<file path="src/rtl/ledr_tx_pkg.sv">
package ledr_tx_pkg;

  typedef enum logic [1:0] {
    TX_IDLE = 2'd0,
    TX_SEND = 2'd1,
    TX_WAIT = 2'd2
  } tx_state_e;

  // Phase rail value: plain bit on odd symbol parity, inverted on even.
  function automatic logic phase_of(input logic bit_val, input logic odd_parity);
    return odd_parity ? bit_val : ~bit_val;
  endfunction

  // Index of the final symbol of a word (start bit sits at index 0).
  function automatic int unsigned last_slot(input logic wide, input int unsigned short_w,
                                            input int unsigned long_w);
    return wide ? long_w : short_w;
  endfunction

endpackage

</file>
<file path="src/rtl/ledr_half_sr.sv">
module ledr_half_sr #(
  parameter int unsigned DEPTH = 33
) (
  input  logic             clk,
  input  logic             rst_n,
  input  logic             load,
  input  logic [DEPTH-1:0] load_vec,
  input  logic             advance,
  output logic             head
);

  logic [DEPTH-1:0] bits_q;

  always_ff @(posedge clk) begin
    if (!rst_n) begin
      bits_q <= '0;
    end else if (load) begin
      bits_q <= load_vec;
    end else if (advance) begin
      bits_q <= {1'b0, bits_q[DEPTH-1:1]};
    end
  end

  assign head = bits_q[0];

endmodule

</file>
<file path="src/rtl/ledr_tx_ctrl.sv">
module ledr_tx_ctrl
  import ledr_tx_pkg::*;
#(
  parameter int unsigned MAX_W   = 64,
  parameter int unsigned SHORT_W = 16,
  localparam int unsigned CW     = $clog2(MAX_W + 1)
) (
  input  logic clk,
  input  logic rst_n,
  input  logic ld_req,
  input  logic wide_mode,
  input  logic word_ack,
  output logic accept,
  output logic sym_fire,
  output logic slot_odd,
  output logic first_slot,
  output logic word_done,
  output logic busy
);

  tx_state_e   state_q;
  logic [CW-1:0] slot_q;
  logic          wide_q;
  logic [CW-1:0] final_slot;

  assign final_slot = CW'(last_slot(wide_q, SHORT_W, MAX_W));
  assign accept     = (state_q == TX_IDLE) && ld_req;
  assign sym_fire   = (state_q == TX_SEND);
  assign slot_odd   = slot_q[0];
  assign first_slot = sym_fire && (slot_q == '0);
  assign word_done  = sym_fire && (slot_q == final_slot);
  assign busy       = (state_q != TX_IDLE);

  always_ff @(posedge clk) begin
    if (!rst_n) begin
      state_q <= TX_IDLE;
      slot_q  <= '0;
      wide_q  <= 1'b0;
    end else begin
      unique case (state_q)
        TX_IDLE: begin
          if (ld_req) begin
            state_q <= TX_SEND;
            slot_q  <= '0;
            wide_q  <= wide_mode;
          end
        end
        TX_SEND: begin
          if (word_done) begin
            state_q <= TX_WAIT;
          end
          slot_q <= slot_q + 1'b1;
        end
        TX_WAIT: begin
          if (word_ack) begin
            state_q <= TX_IDLE;
          end
        end
        default: state_q <= TX_IDLE;
      endcase
    end
  end

endmodule

</file>
<file path="src/rtl/ledr_rail_merge.sv">
module ledr_rail_merge
  import ledr_tx_pkg::*;
(
  input  logic clk,
  input  logic rst_n,
  input  logic sym_fire,
  input  logic slot_odd,
  input  logic even_head,
  input  logic odd_head,
  output logic tx_bit,
  output logic rail_s,
  output logic rail_p
);

  logic par_odd_q;

  assign tx_bit = slot_odd ? odd_head : even_head;

  always_ff @(posedge clk) begin
    if (!rst_n) begin
      rail_s    <= 1'b0;
      rail_p    <= 1'b0;
      par_odd_q <= 1'b0;
    end else if (sym_fire) begin
      rail_s    <= tx_bit;
      rail_p    <= phase_of(tx_bit, par_odd_q);
      par_odd_q <= ~par_odd_q;
    end
  end

endmodule

</file>
<file path="src/rtl/ledr_serializer_tx.sv">
module ledr_serializer_tx #(
  parameter int unsigned MAX_W   = 64,
  parameter int unsigned SHORT_W = 16
) (
  input  logic             clk,
  input  logic             rst_n,
  input  logic             ld_req,
  input  logic [MAX_W-1:0] ld_word,
  input  logic             wide_mode,
  input  logic             word_ack,
  output logic             busy,
  output logic             rail_s,
  output logic             rail_p
);

  localparam int unsigned EVEN_W = MAX_W / 2 + 1;
  localparam int unsigned ODD_W  = MAX_W / 2;

  logic accept, sym_fire, slot_odd, first_slot, word_done;
  logic even_head, odd_head, tx_bit;
  logic [EVEN_W-1:0] even_vec;
  logic [ODD_W-1:0]  odd_vec;

  // Stream position 0 is the start bit; position k>0 carries ld_word[k-1].
  always_comb begin
    even_vec[0] = 1'b1;
    for (int j = 1; j < EVEN_W; j++) even_vec[j] = ld_word[2*j-1];
    for (int j = 0; j < ODD_W; j++)  odd_vec[j]  = ld_word[2*j];
  end

  ledr_tx_ctrl #(.MAX_W(MAX_W), .SHORT_W(SHORT_W)) u_ctrl (
    .clk(clk), .rst_n(rst_n), .ld_req(ld_req), .wide_mode(wide_mode),
    .word_ack(word_ack), .accept(accept), .sym_fire(sym_fire),
    .slot_odd(slot_odd), .first_slot(first_slot), .word_done(word_done),
    .busy(busy)
  );

  ledr_half_sr #(.DEPTH(EVEN_W)) u_even_sr (
    .clk(clk), .rst_n(rst_n), .load(accept), .load_vec(even_vec),
    .advance(sym_fire && !slot_odd), .head(even_head)
  );

  ledr_half_sr #(.DEPTH(ODD_W)) u_odd_sr (
    .clk(clk), .rst_n(rst_n), .load(accept), .load_vec(odd_vec),
    .advance(sym_fire && slot_odd), .head(odd_head)
  );

  ledr_rail_merge u_merge (
    .clk(clk), .rst_n(rst_n), .sym_fire(sym_fire), .slot_odd(slot_odd),
    .even_head(even_head), .odd_head(odd_head), .tx_bit(tx_bit),
    .rail_s(rail_s), .rail_p(rail_p)
  );

endmodule

</file>
<file path="config.mk">
export PLATFORM = sky130hd
export DESIGN_NAME = ledr_serializer_tx
export DESIGN_NICKNAME = d
export VERILOG_FILES = /design/src/rtl/ledr_tx_pkg.sv /design/src/rtl/ledr_half_sr.sv /design/src/rtl/ledr_tx_ctrl.sv /design/src/rtl/ledr_rail_merge.sv /design/src/rtl/ledr_serializer_tx.sv
export SDC_FILE = /design/constraint.sdc
export NUM_CORES = 1
export LEC_CHECK = 0
export ABC_AREA = 0
export BUFFER_PORTS_ARGS = -buffer_cell sky130_fd_sc_hd__buf_4
export CAP_MARGIN = 20
export CORE_ASPECT_RATIO = 0.9
export CORE_MARGIN = 1
export CORE_UTILIZATION = 35
export DETAILED_ROUTE_END_ITERATION = 10
export PLACE_DENSITY_LB_ADDON = 0.1
export SKIP_CTS_REPAIR_TIMING = 1
export SYNTH_ARGS = -nofsm -noshare
export SYNTH_HDL_FRONTEND = slang
export SYNTH_SLANG_ARGS = --single-unit
</file>
<file path="constraint.sdc">
create_clock -name clk -period 1.35 [get_ports clk]
set_input_delay 0.2025 -clock clk [delete_from_list [all_inputs] [get_ports clk]]
set_output_delay 0.2025 -clock clk [all_outputs]
set_load 0.02 [all_outputs]
</file>
==> flow_summary.toml, run 1 <==
[yosys]
synth_area_leaders = "dfxtp_1 46%, nand2_1 14%, a31oi_1 12%"
async_flop_share_pct = 0
ys_warn_count = 0
yosys_register_bits = 78
syn-instance-count = 440
yosysUniqueCellTypes = 35
synth_most_common_cell = "nand2_1"
yosysTopAreaCell = "dfxtp_1"
synth_area_mm2 = 0.00342
synth_edf_count = 0
netlist.area_leader.share_pct = 45.6
ys_seq_area_share_pct = 45.6
synth_flop_cell = "dfxtp_1"
avgSynthCellArea_um2 = 7.78
synth_common_cells = "132 x nand2_1, 78 x dfxtp_1, 63 x a31oi_1"
synth_nets = 511

[critical_path]
critPathKind = "reg -> reg"
r2r_start = "u_ctrl.state_q[0]"
cp-start-kind = "flip-flop"
end_kind = "flip-flop"
path_buf_inv = 3
timing.rr.end = "u_odd_sr.bits_q[13]"
slowest_delay_ns = 0.37
critical_path.cell_chain = "buf_6, nand2b_4, a21oi_4, buf_12, clkbuf_16, o21ai_0, a31oi_1"
cp.arrival_ns = 1.72
cp.required_ns = 1.62
critical_path_peak_fanout = 8
r2r_setup_slack_ns = -0.10
cp_top_family = "buffers and inverters"
cp_slowest_cell = "dfxtp_4"
reg2reg_depth = 7

[sta]
slew_viol_final = 0
rsz0062_at_grt = "true"
finalHoldViolations = 0
finClkSkew_ns = 0.00706
fin_crit_ns = 1.45
fmax_ghz = 0.689
worst_slack_ns = -0.102
finalSetupViolCount = 70
slew-limit-headroom_pct = 77.0
tightest_slew_ns = 0.345
fin_crit_sh_pct = 108

[die]
start_util_pct = 36.8
die_area_mm2 = 0.0102
ios = 72
die_x_um = 106
core_area_mm2 = 0.00929
fp.dieH_um = 95.8
core.rowCount = 33

[layout]
postLayoutCellArea_mm2 = 0.00481
fillCellCount = 886
syn2layout_area_growth_pct = 40.6
layout-drive-gt1-share_pct = 28.0
diodes = 0
nNetsFinal = 595
final_util_pct = 51.8

[detailed_routing]
ant_nets = 0
drtIter0Drc = 146
wl_per_cell_um = 14.3
num_vias = 3353
drcViolationCount = 0
viasPerCell = 5.15
wl_um = 9280
dr.pass1.iters = 4

[place]
placed_area_mm2 = 0.00421
portBuffers = 71
gp_congestion = 0.748
dp_hpwl_um = 5320

[pwr]
p_int_mw = 4.41
combPwrFrac_pct = 21.7
pwr_density_cell_mw_per_mm2 = 1240
p_leak_nw = 1.94
swShare_pct = 26.3
seq_power_share_pct = 44.4
ir_drop_v = 0.000456
p_clk_share_pct = 33.9
power_switching_mw = 1.57

[global_routing]
grt_usage_pct = 15.8
grt_max_degree = 64
grt_pass1_wl_um = 12800
grt_pass1_vias = 2722
overflow = 0
grt_antenna_before_repair = 0

[cts]
path_clk_slew_ns = 0.08
cts.htree.levels = 3
clkSinkCount = 78
cts_root_buf = "clkbuf_8"
cts_tree = "built"
cts_buffer_depth = 2
worstSkewPairLatency_ns = 0.34
numCtsBuffers = 9

[min_path]
hold_depth = 3
min_to = "u_odd_sr.bits_q[20]"
hp-class = "in -> reg"
min_from = "ld_word[40]"

[status]
status = "finished with violations"
violations = "setup timing"

[flow_run]
drv_cap = 0
[metal layers]
| metal | track usage, % | vias to the layer above | part of all wire, % |
|---|---|---|---|
| met3 | 4.74 | 11 | 4.2 |
| met4 | 3.94 | 0 | 1.2 |
| met5 | 0 | - | 0 |
| met1 | 21.2 | 1554 | 49 |
| met2 | 24.9 | 89 | 45 |
| li1 | - | 1699 | - |
[cell families after synthesis]
kind of cell / synth area share, %
xor gates and xnor gates: 0.512
buffers and inverters: 6.62
muxes: 0.877
and+or+nand+nor: 20.4
AOI/OAI and AO/OA: 25.3
DFF: 45.6
adders and majority gates: 0.731
[cell usage in the layout, fill, tap and decap left out, types with 2 or more instances in the layout]
master,Yosys,layout
nand2b_4,1,2
buf_12,0,12
inv_1,5,5
nand2b_1,5,4
clkbuf_16,0,6
nand2_1,132,132
nor2_2,0,2
a21oi_4,2,2
mux2i_1,3,3
nor2b_1,2,2
buf_4,2,84
o22ai_1,2,2
bufinv_16,0,2
clkbuf_8,0,12
o21ai_2,0,6
and2_1,4,4
xnor2_1,2,2
dfxtp_1,78,77
nor2_1,8,6
buf_6,5,8
nand3_1,6,5
ha_1,2,2
o21ai_1,8,29
a31oi_1,63,63
o21ai_0,58,31
a21boi_0,4,3
a21oi_1,5,4
[final cells by class]
| type | count | area, um^2 | share of cell area (%) |
|---|---|---|---|
| clock buffer | 13 | 169 | 3.51 |
| clock inverter | 3 | 65.1 | 1.35 |
| inverter | 5 | 18.8 | 0.390 |
| multi-input combinational | 318 | 1700 | 35.4 |
| sequential | 78 | 1570 | 32.5 |
| tap | 122 | 153 | 3.17 |
| timing repair buffer | 112 | 1140 | 23.7 |
[per-stage QoR]
step / setup TNS [ns] / hold slack, ns / setup WS (ns) / instances / power, mW
finish: -3.67 / 0.113 / -0.102 / 651 / 5.98
global route: -7.52 / 0.0998 / -0.154 / 651 / 6.28
CTS: -6.31 / 0.103 / -0.173 / 635 / 5.73
detailed placement: -4.84 / 0.457 / -0.0991 / 619 / 3.70
global placement: -3.36 / 0.454 / -0.0698 / 619 / 3.69
floorplan: -1.81 / 0.347 / -0.0658 / 440 / 3.29
[sequential cells by signal, summed over array words and instances, names as in the netlist]
signal and cells:
u_ctrl.state_q 2, u_ctrl.wide_q 1, u_merge.par_odd_q 1, u_even_sr.bits_q 33, u_merge.rail_s 1, u_merge.rail_p 1
u_ctrl.slot_q 7, u_odd_sr.bits_q 32
[how the worst max path moves through the flow]
stage | from | to | slack (ns) | cells past startpoint
final | u_ctrl.state_q[0] | u_odd_sr.bits_q[13] | -0.10 | 7
after global placement | u_ctrl.state_q[0] | u_even_sr.bits_q[13] | -0.07 | 6
after floorplan | u_ctrl.state_q[1] | u_even_sr.bits_q[13] | -0.07 | 7
after global routing | u_ctrl.state_q[0] | u_odd_sr.bits_q[4] | -0.15 | 7
after CTS | u_ctrl.state_q[0] | busy | -0.17 | 3
after detailed placement | u_ctrl.state_q[0] | u_even_sr.bits_q[7] | -0.1 | 6
[power groups by stage]
stage / clock network [mW] / registers, mW / logic, mW
final: 2.03 / 2.65 / 1.29
after detailed placement: 0 / 2.69 / 1.01
after global placement: 0 / 2.69 / 0.998
after CTS: 2.07 / 2.64 / 1.02
after floorplan: 0 / 2.67 / 0.619
after global routing: 2.18 / 2.68 / 1.42
[worst reg2reg max path, cell delays in order, from the launching register on]
cell	delay [ns]
dfxtp_4	0.37
buf_6	0.12
nand2b_4	0.16
a21oi_4	0.22
buf_12	0.16
clkbuf_16	0.15
o21ai_0	0.07
a31oi_1	0.14
(Power assumes the default switching activity.)
==> run 2: changes to the inputs <==
--- a/config.mk
+++ b/config.mk
@@ -10,7 +10,7 @@
 export CAP_MARGIN = 20
 export CORE_ASPECT_RATIO = 0.9
 export CORE_MARGIN = 1
-export CORE_UTILIZATION = 35
+export CORE_UTILIZATION = 49
 export DETAILED_ROUTE_END_ITERATION = 10
 export PLACE_DENSITY_LB_ADDON = 0.1
 export SKIP_CTS_REPAIR_TIMING = 1
==> run 2 against run 1 <==
Effect of this change: the flow still finishes with violations (setup timing); fmax shrank 1.3%; die area down 28%; largest power group unchanged; total power decreased by 1.9%; critical endpoint is now busy; via count shrank 1.2%; first-iteration DRC count fell by 22%; sequential power about the same; global-route usage increased by 5.5 points; combinational power decreased by 12%; largest cell class unchanged; critical path depth shrank 3; setup slack worse by 0.020 ns; highest routed layer unchanged; wire length fell by 9.5%; register-to-register slack better by 0.03 ns.
==> flow_summary.toml, run 2 (synthesis gave the netlist of run 1 again) <==
[layout]
layout-drive-gt1-share_pct = 28.3
regArea_mm2 = 0.00157
nNetsFinal = 596
final_common_cell = "nand2_1"
largest_reg_flops = 33
postLayoutCellArea_mm2 = 0.00465
final_util_pct = 69.9
syn2layout_area_growth_pct = 35.9
diodes = 0
multiInputGateArea_mm2 = 0.00169
largest_register = "u_even_sr.bits_q"
fin_cells = 620
fillCellCount = 564
largestRegisters = "u_even_sr.bits_q (33), u_odd_sr.bits_q (32), u_ctrl.slot_q (7)"
final_cell_mix = "128 x nand2_1, 92 x buf_4, 75 x dfxtp_1, 63 x a31oi_1, 56 x o21ai_0"

[sta]
fin_crit_sh_pct = 109
slew-limit-headroom_pct = 77.6
slew_viol_final = 0
fmax_ghz = 0.680
setup_tns_ns = -2.23
finalSetupViolCount = 67
fin_crit_ns = 1.47
rsz0062_at_grt = "true"
worst_slack_ns = -0.122
finClkSkew_ns = 0.00727
whs_ns = 0.101
finalHoldViolations = 0
tightest_slew_ns = 0.335

[detailed_routing]
dr.pass1.iters = 5
drtIter0Drc = 114
wl_um = 8400
wl_per_cell_um = 13.5
num_vias = 3313
viasPerCell = 5.34
ant_nets = 0
drcViolationCount = 0

[critical_path]
critical_path.cell_chain = "buf_6, buf_6, or2_4, buf_6"
critPathKind = "reg -> out"
worstSetupStartpoint = "u_ctrl.state_q[1]"
end_kind = "output port"
crit_top_cell = "buf_6"
r2r_start = "u_ctrl.state_q[0]"
slowest_delay_ns = 0.33
path_buf_inv = 3
cp-start-kind = "flip-flop"
cp_top_family = "buffers and inverters"
cp.arrival_ns = 1.27
critical_path_peak_fanout = 4
cp_slowest_cell = "dfxtp_2"
cp.required_ns = 1.15

[cts]
cts_root_buf = "clkbuf_8"
cts_buffer_depth = 2
numCtsBuffers = 9
worstSkewPairLatency_ns = 0.34
clkSinkCount = 78
path_clk_slew_ns = 0.08
cts_tree = "built"
cts.htree.levels = 3

[min_path]
min_from = "ld_word[62]"
hp-class = "in -> reg"

[pwr]
p_leak_nw = 1.88
total_power_mw = 5.86
ir_drop_v = 0.000681
pwr_density_cell_mw_per_mm2 = 1260

[status]
violations = "setup timing"
status = "finished with violations"

[global_routing]
grt_usage_pct = 21.4
grt_pass1_wl_um = 12600
overflow = 0
grt_antenna_before_repair = 0
grt_max_degree = 49
grt_pass1_vias = 2872

[die]
die_area_mm2 = 0.00733
fp.dieH_um = 81.3
core_area_mm2 = 0.00666
start_util_pct = 51.4
ios = 72
die_x_um = 90.1
core.rowCount = 28

[place]
gp_congestion = 0.794
place_inst = 594
post-place-ws_ns = -0.111
portBuffers = 71
placed_area_mm2 = 0.00416
dp_hpwl_um = 5050

[flow_run]
drv_cap = 0
## run 2: cell types whose count changed in the layout (fill, tap and decap cells not counted), sizes merged
cell / previous run / this run
bufinv: 2 / 3
buf: 105 / 111
clkbuf: 19 / 12
inv: 5 / 6
clkinv: 1 / 2
dlymetal6s2s: 1 / 0
## run 2: worst paths after layout
check	endpoint	cells past startpoint	slack [ns]
hold / removal	u_odd_sr.bits_q[31]	3	0.10
hold reg to reg	u_odd_sr.bits_q[6]	2	0.47
setup / recovery	busy	4	-0.12
setup reg to reg	u_even_sr.bits_q[4]	7	-0.07
## run 2: final cells by class
class                           count  area share [%]
Multi-Input combinational cell    318            36.3
Clock inverter                      6            2.34
Tap cell                           90            2.42
Timing Repair Buffer              113            22.1
Clock buffer                       10            2.74
Sequential cell                    78            33.7
Inverter                            5           0.403
## run 2: worst register-to-register path, delay by kind of cell, from the launching register on
kind,cells,cell delay (ns)
AOI/OAI and AO/OA,1,0.18
and+or+nand+nor,2,0.28
DFF,1,0.37
buffers and inverters,4,0.51
## run 2: where the power goes
| group | switching, mW | total [mW] | leakage (nW) | internal (mW) |
|---|---|---|---|---|
| Combinational | 0.559 | 1.14 | 1.12 | 0.578 |
| Clock | 0.841 | 2.07 | 0.121 | 1.23 |
| Sequential | 0.121 | 2.65 | 0.645 | 2.53 |
| Total | 1.52 | 5.86 | 1.88 | 4.34 |
## run 2: metal layers
layer  part of all wire (%)  vias to the layer above  track usage (%)
met5                      0                        -                0
met4                   0.57                        0             7.26
met3                    5.6                        4             5.34
met1                     47                     1523             27.8
met2                     47                       94             35.0
li1                       -                     1692                -
